--- config.mk ---
export PLATFORM = sky130hd
export DESIGN_NAME = sas_top
export DESIGN_NICKNAME = d
export VERILOG_FILES = /design/src/rtl/sas_pkg.sv /design/src/rtl/sas_word_shift.sv /design/src/rtl/sas_bit_shift.sv /design/src/rtl/sas_top.sv
export SDC_FILE = /design/constraint.sdc
export NUM_CORES = 1
export LEC_CHECK = 0
export BUFFER_PORTS_ARGS = -buffer_cell sky130_fd_sc_hd__buf_2
export CAP_MARGIN = 20
export CORE_UTILIZATION = 50
export DETAILED_ROUTE_END_ITERATION = 7
export PLACE_DENSITY_LB_ADDON = 0.08
export SLEW_MARGIN = 20
export SYNTH_ARGS = -nofsm -noshare
export SYNTH_HDL_FRONTEND = slang
export SYNTH_HIERARCHICAL = 1
export SYNTH_SLANG_ARGS = --single-unit
--- constraint.sdc ---
create_clock -name clk -period 6.9 [get_ports clk]
set_input_delay 1.725 -clock clk [delete_from_list [all_inputs] [get_ports clk]]
set_output_delay 1.725 -clock clk [all_outputs]
set_load 0.005 [all_outputs]
--- src/rtl/sas_pkg.sv ---
package sas_pkg;

    parameter int WORD_W  = 32;
    parameter int NWORDS  = 4;
    localparam int SIG_W  = WORD_W * NWORDS;
    localparam int RES_W  = $clog2(WORD_W);
    localparam int WSEL_W = (NWORDS > 1) ? $clog2(NWORDS) : 1;

    typedef enum logic [1:0] {
        CLS_ZERO   = 2'd0,
        CLS_NORMAL = 2'd1,
        CLS_INF    = 2'd2,
        CLS_NAN    = 2'd3
    } cls_e;

    typedef struct packed {
        logic [SIG_W-1:0] sig;
        logic             rnd;
        logic             stk;
    } frac_t;

    // Mask with the lowest n bits set (n below SIG_W).
    function automatic logic [SIG_W-1:0] low_ones(input logic [RES_W-1:0] n);
        logic [SIG_W-1:0] one;
        one = {{(SIG_W-1){1'b0}}, 1'b1};
        return (one << n) - one;
    endfunction

endpackage

--- src/rtl/sas_word_shift.sv ---
module sas_word_shift
    import sas_pkg::*;
(
    input  frac_t             frac_i,
    input  logic [WSEL_W-1:0] words_i,
    output frac_t             frac_o
);

    frac_t cand [NWORDS];

    genvar k;
    generate
        for (k = 0; k < NWORDS; k++) begin : g_step
            if (k == 0) begin : g_none
                assign cand[k] = frac_i;
            end else begin : g_move
                assign cand[k].sig = frac_i.sig >> (k * WORD_W);
                assign cand[k].rnd = frac_i.sig[k*WORD_W-1];
                assign cand[k].stk = frac_i.stk | frac_i.rnd
                                   | (|frac_i.sig[k*WORD_W-2:0]);
            end
        end
    endgenerate

    always_comb begin
        frac_o = cand[0];
        for (int i = 1; i < NWORDS; i++) begin
            if (words_i == WSEL_W'(i)) frac_o = cand[i];
        end
    end

endmodule

--- src/rtl/sas_bit_shift.sv ---
module sas_bit_shift
    import sas_pkg::*;
(
    input  frac_t            frac_i,
    input  logic [RES_W-1:0] bits_i,
    output frac_t            frac_o
);

    logic [RES_W-1:0] last_pos;

    always_comb begin
        last_pos = bits_i - 1'b1;
        frac_o   = frac_i;
        if (bits_i != '0) begin
            frac_o.sig = frac_i.sig >> bits_i;
            frac_o.rnd = frac_i.sig[last_pos];
            frac_o.stk = frac_i.stk | frac_i.rnd
                       | (|(frac_i.sig & low_ones(last_pos)));
        end
    end

endmodule

--- src/rtl/sas_top.sv ---
module sas_top
    import sas_pkg::*;
#(
    parameter int EXP_W = 16,
    parameter int CNT_W = 8,
    parameter int LIMIT = 113
) (
    input  logic             clk,
    input  logic             rst,
    input  logic             in_valid,
    output logic             in_ready,
    input  logic             in_sign,
    input  logic [EXP_W-1:0] in_exp,
    input  logic [1:0]       in_class,
    input  logic [SIG_W-1:0] in_sig,
    input  logic             in_round,
    input  logic             in_sticky,
    input  logic [CNT_W-1:0] in_shift,
    output logic             out_valid,
    input  logic             out_ready,
    output logic             out_sign,
    output logic [EXP_W-1:0] out_exp,
    output logic [1:0]       out_class,
    output logic [SIG_W-1:0] out_sig,
    output logic             out_round,
    output logic             out_sticky
);

    localparam logic [CNT_W-1:0] LIM_C = CNT_W'(LIMIT);

    logic              accept;
    logic              over;
    logic              is_norm;
    frac_t             f_in, f_word, f_bits, f_res;
    cls_e              cls_res;
    logic [WSEL_W-1:0] wsel;
    logic [RES_W-1:0]  bsel;

    assign in_ready = !out_valid || out_ready;
    assign accept   = in_valid && in_ready;
    assign is_norm  = (in_class == CLS_NORMAL);
    assign over     = (in_shift > LIM_C);

    assign f_in = '{sig: in_sig, rnd: in_round, stk: in_sticky};
    assign wsel = WSEL_W'(in_shift >> RES_W);
    assign bsel = in_shift[RES_W-1:0];

    sas_word_shift u_word (
        .frac_i (f_in),
        .words_i(wsel),
        .frac_o (f_word)
    );

    sas_bit_shift u_bits (
        .frac_i(f_word),
        .bits_i(bsel),
        .frac_o(f_bits)
    );

    always_comb begin
        f_res   = f_in;
        cls_res = cls_e'(in_class);
        if (is_norm) begin
            if (over) begin
                if (in_sig == '0) begin
                    cls_res = CLS_ZERO;
                end else begin
                    f_res = '{sig: '0, rnd: 1'b0, stk: 1'b1};
                end
            end else begin
                f_res = f_bits;
            end
        end
    end

    always_ff @(posedge clk) begin
        if (rst) begin
            out_valid  <= 1'b0;
            out_sign   <= 1'b0;
            out_exp    <= '0;
            out_class  <= CLS_ZERO;
            out_sig    <= '0;
            out_round  <= 1'b0;
            out_sticky <= 1'b0;
        end else begin
            if (accept) begin
                out_valid  <= 1'b1;
                out_sign   <= in_sign;
                out_exp    <= in_exp;
                out_class  <= cls_res;
                out_sig    <= f_res.sig;
                out_round  <= f_res.rnd;
                out_sticky <= f_res.stk;
            end else if (out_ready) begin
                out_valid  <= 1'b0;
            end
        end
    end

    // zero count is an identity on a normal operand
    p_noshift_r1: assert property (@(posedge clk) disable iff (rst)
        (accept && is_norm && in_shift == '0) |=>
        (out_sig == $past(in_sig) && out_round == $past(in_round)
         && out_sticky == $past(in_sticky) && out_class == CLS_NORMAL));

    // empty normal operand past the limit becomes zero class
    p_zero_r5: assert property (@(posedge clk) disable iff (rst)
        (accept && is_norm && over && in_sig == '0) |=>
        (out_class == CLS_ZERO && out_sig == '0
         && out_round == $past(in_round) && out_sticky == $past(in_sticky)));

    // nonzero normal operand past the limit keeps only sticky
    p_overrange_r6: assert property (@(posedge clk) disable iff (rst)
        (accept && is_norm && over && in_sig != '0) |=>
        (out_sig == '0 && !out_round && out_sticky && out_class == CLS_NORMAL));

    // non-normal classes untouched
    p_passthru_r7: assert property (@(posedge clk) disable iff (rst)
        (accept && !is_norm) |=>
        (out_sig == $past(in_sig) && out_class == $past(in_class)
         && out_round == $past(in_round) && out_sticky == $past(in_sticky)));

    // result appears one cycle after acceptance with sign/exponent intact
    p_accept_r8: assert property (@(posedge clk) disable iff (rst)
        accept |=> (out_valid && out_exp == $past(in_exp)
                    && out_sign == $past(in_sign)));

    // held result stays stable under backpressure
    p_hold_r9: assert property (@(posedge clk) disable iff (rst)
        (out_valid && !out_ready) |=>
        (out_valid && $stable(out_sig) && $stable(out_round)
         && $stable(out_sticky) && $stable(out_class) && $stable(out_exp)));

    // zeros fill the top for in-range shifts
    p_topfill_r2: assert property (@(posedge clk) disable iff (rst)
        (accept && is_norm && !over && in_shift != '0) |=>
        (out_sig[SIG_W-1] == 1'b0));

endmodule

* Word level (Yosys, flattened, before mapping)
Cells that the tools add are included.
Widths: inputs -> output; s select.
** Word-level totals
- Bits in registers :: 150
- Bits of input ports :: 161
- Word-level logic and storage cells :: 48
** Cells by class
- Add/subtract/negate cells :: 2
- Order comparisons :: 2
- Equality and inequality tests :: 4
- Shift operators :: 2
- Muxes and demuxes :: 14
- Bitwise logic cells :: 7
- Reductions and logical operators :: 10
** Operator list (count)
- $mux 130 :: 7
- $and 128x128->128 :: 1
- $logic_not 128->1 :: 1
- $reduce_or 128->1 :: 1
- $shl 1x5->128 const A :: 1
- $shr 128x5->128 :: 1
- $sub 128x1->128 const B :: 1
- $reduce_or 95->1 :: 1
- $reduce_or 63->1 :: 1
- $reduce_or 31->1 :: 1
- $gt 8x7->1 const B :: 1
- $lt 5x8->1 const B :: 1
- $mux 2 :: 3
- $or 1x1->1 :: 6
- $bmux 1 s5 :: 1
- $reduce_bool 5->1 :: 1
- $sub 5x1->5 const B :: 1
- $eq 2x1->1 const B :: 2
- $eq 2x2->1 const B :: 2
- $mux 1 :: 3
- $reduce_bool 2->1 :: 1
- $logic_and 1x1->1 :: 1
- $logic_not 1->1 :: 1
- $logic_or 1x1->1 :: 1

* Logic depth before layout (Yosys ltp)
- Word-level depth :: 11
- Mapped depth :: 26
- Mapped depth without buffers :: 20

* Cells and area by module
The synthesis kept the hierarchy.
** By module, submodules not included
- sas_bit_shift :: times used 1, cells each 1491, area each 10600.2 um^2, sequential area each 0.0 um^2
- sas_top :: times used 1, cells each 748, area each 7770.0 um^2, sequential area each 3002.9 um^2
- sas_word_shift :: times used 1, cells each 364, area each 2312.2 um^2, sequential area each 0.0 um^2

* Least setup slack after synthesis
OpenSTA, ideal clock, no wires.
- Kind :: in2reg
- Start point :: in in_shift[0]
- End point :: reg out_sticky
- Setup time :: 120 ps
- Arrival :: 6195 ps
- Slack :: 586 ps
- Stages :: 24
- Cell sequence :: buf_6 buf_2 buf_4 buf_4 clkinv_1 ha_1 nor3b_2 xnor2_1 buf_2 buf_1 nand3_1 ha_1 buf_2 nor2b_1 o311ai_1 nand4_1 a211o_1 nor4_1 nand4b_1 nor4_2 a31oi_1 o311ai_2 nand3_1 o31a_1
** RTL lines
- from (decl) :: RTL line sas_top.sv:18 : input logic [CNT_W-1:0] in_shift,
- to (signal assigned) :: RTL line sas_top.sv:93 : out_sticky <= f_res.stk;
- to (decl) :: RTL line sas_top.sv:26 : output logic out_sticky

==> impl_metrics.ini <==
[power]
switchingPower_w = 0.00172
total_leakage_power_nw = 9.35
switching_share_pct = 45.1
seq_power_share_pct = 25.4
power.density_mw_per_mm2 = 167
vdd_ir_drop_max_mv = 0.182
p_int_w = 0.00209
power.combinational.fraction_pct = 48.7
power.clock.fraction_pct = 25.9

[detailed_routing]
route.detailed.vias_per_inst = 7.23
route.vias.total = 23700
wl_per_cell_um = 30.6
drtAntennaViolNets = 0
iter_0_drt_violations = 4035
detailedRoute.firstPassIterationCount = 6
drcViolationCount = 0
total_wirelength_of_the_detailed_routed_design_um = 100000

[clock_network]
cts_tree = built
cts.htree.levels = 4
root_buffer = clkbuf_16
cts.repair_timing.setup_buffer_count = 0
tritoncts.num_buffers = 17
cts_num_sinks = 150
postCtsResizedCells = 0
cts.reportedPaths.clkPinSlew_ns = 0.07
quantity_of_hold_fixing_buffers_added_after_cts = 0
clk_lat_worst_skew_ns = 0.49
clock_tree.buffer_depth = 2

[yosys]
dominantRegCellSynth = dfxtp_1
synth-edff-count = 0
synth_compound_gate_area_share_pct = 23.0
synth.net_count = 2771
syn_area_per_cell_um2 = 7.95
multiplexer_share_of_the_synthesized_area_pct = 25.6
synth_top_family_by_area = simple AND/OR/NAND/NOR gates
netlist_top_cells_count = nand2_1, nor2_1, mux2i_1, a21oi_1, dfxtp_1
synth-async-reset-ratio_pct = 0
ys.warnings.count = 6
post_synth_xor_area_fraction_pct = 0.665
post_synthesis_instance_area_mm2 = 0.0207
synth_seq_cells = 150
synth_top_area_cell = dfxtp_1
top_cell_type_s_share_of_synthesized_area_pct = 14.5
synthCells = 2603
synth_simple_gate_area_share_pct = 28.8
synth.area.top_cells = dfxtp_1, mux4_2, mux2i_1
synth_sequential_area_ratio_pct = 14.5
most_frequently_used_cell_type_in_the_post_synthesis_netlist = nand2_1
synthAdderAreaFrac_pct = 0.423
synth.lib_cells_used.distinct = 87

[sta]
hold_violations = 0
worst_max_slew_pin_slew_ns = 1.34
fin_worst_hold_slack_ns = 0.453
final-max-slew-violation-count = 0
report.final.setup_viol = 0
fin_crit_sh_pct = 89.0
unrepaired_setup_endpoints_after_global_routing = no
worst_clock_skew_ns = 0.0136
final.setup.tns_ns = 0
min_period_ns = 6.14
max_clock_freq_mhz = 163
worst_slew_margin_rel_pct = 11.0

[grt]
gr-total-overflow = 0
first_pass_grt_wire_length_um = 144000
grt_start_max_net_pins = 137
track_usage_pct = 46.5
grt_pass1_vias = 21500
antenna_violations_before_repair = 4

[worst_setup_path]
crit_start = in_shift[6]
cp_data_arrival_time_ns = 6.51
crit_path_cell_trace = buf_4, buf_4, mux2i_1, o21ai_0, nor4_1, buf_4, nand4_1, nor3_1, nor2_1, a211o_1, nor4_1, nand4b_1, nor4_2, a31oi_1, o311ai_2, nand3_1, o31a_1
crit_path_end_kind = flop
worstPathMaxFanout = 28
crit_path_most_repeated_cell = buf_4
crit_family = simple AND/OR/NAND/NOR gates
timing.critical_path.required_ns = 7.27
timing.critical_path.buf_inv = 3
setup.worst_path.start_class = input pin
cpMaxStageDelayCell = nor4_1
r2r-start = out_valid$_SDFFE_PP0P_
crit_path_max_incr_delay_ns = 0.55
setup.worst_path.class = in2reg

[die]
fp.coreArea_mm2 = 0.0408
dieArea_mm2 = 0.0422
start_util_pct = 50.7
ioPinCount = 312
die_width_um = 205
floorplan.rows = 74
floorplan.die.height_um = 205

[run_status]
status = complete, no violations

[final_layout]
final_net_count = 2904
post-route-util_pct = 55.8
flow.area_growth_from_synthesis_pct = 10.2
drive_gt1_share_pct = 29.2

[place]
io_buffer_count = 311
detailed_place_hpwl_um = 74400
globalplace.congestion = 1.05

[worst_hold_path]
min-delay-start = out_exp[15]$_SDFFE_PP0P_
worstHoldPathType = reg2reg

[flow_run]
max-cap-violations = 0
-- logic make-up after synthesis --
family | count (synthesis)
xor+xnor | 14
compound gates | 594
fa+ha+maj | 7
simple gates | 1187
buf+inv | 280
mux | 371
flops | 150
-- final timing paths --
path,endpoint,slack (ns),depth (start not counted)
max,out_sticky$_SDFFE_PP0P_,0.76,17
min reg2reg,out_exp[15]$_SDFFE_PP0P_,0.45,2
min,out_exp[15]$_SDFFE_PP0P_,0.45,2
max reg2reg,out_sig[118]$_SDFFE_PP0P_,4.80,5
-- power groups by stage --
stage          clock network [W]  logic (W)  registers [W]
6_report                0.000986    0.00185       0.000969
5_1_grt                  0.00104    0.00192       0.000976
4_1_cts                  0.00101    0.00177       0.000968
3_5_place_dp                   0    0.00176       0.000987
3_3_place_gp                   0    0.00176       0.000984
2_1_floorplan                  0    0.00114       0.000991
-- registers in the layout (all words and copies together) (netlist names) --
name	cells
out_round	1
out_valid	1
out_class	2
out_sig	128
out_sign	1
out_sticky	1
out_exp	16
-- stage by stage --
| stage | total power, W | area [um^2] | setup slack [ns] | std cells |
|---|---|---|---|---|
| floorplan | 0.00213 | 20700 | 0.586 | 2603 |
| global placement | 0.00274 | 22100 | 0.470 | 3248 |
| detailed placement | 0.00275 | 22200 | 0.432 | 3248 |
| CTS | 0.00374 | 22800 | 0.937 | 3280 |
| global route | 0.00394 | 22800 | 0.474 | 3281 |
| finish | 0.00381 | 22800 | 0.759 | 3283 |
-- cell type report --
| type | count | area [um^2] |
|---|---|---|
| fillers | 3874 | 18000 |
| clock buffers | 17 | 425 |
| repair buffers | 380 | 2170 |
| flip-flops and latches | 150 | 3000 |
| multi-input cells | 2173 | 16300 |
| well taps | 532 | 666 |
| clock inverters | 15 | 186 |
| diodes | 2 | 5.00 |
| inverters | 14 | 56.3 |
-- cell usage in the layout, fill, tap and decap left out, types with 67 or more instances in the layout --
master    instances
nand2_1         451
nor2_1          322
buf_2           304
mux2i_1         238
a21oi_1         191
dfxtp_1         150
mux4_2          126
a221oi_2        111
nor3_2          110
nor4_1           89
a211oi_1         88
buf_4            67
-- worst register-to-register path: stages, from the launching register on --
cell,delay (ns)
dfxtp_1,0.31
nand2b_1,0.18
nand2_4,0.17
buf_12,0.33
a221oi_1,0.88
nor3_1,0.10
-- routing by layer --
| metal | up-vias | GRT usage (%) | share of wire [%] |
|---|---|---|---|
| li1 | 10000 | - | - |
| met1 | 11200 | 60.1 | 37 |
| met2 | 2031 | 66.1 | 42 |
| met3 | 405 | 14.5 | 14 |
| met4 | 4 | 31.1 | 7.2 |
| met5 | - | 0 | 0.035 |
Power figures use the tool's default switching activity.
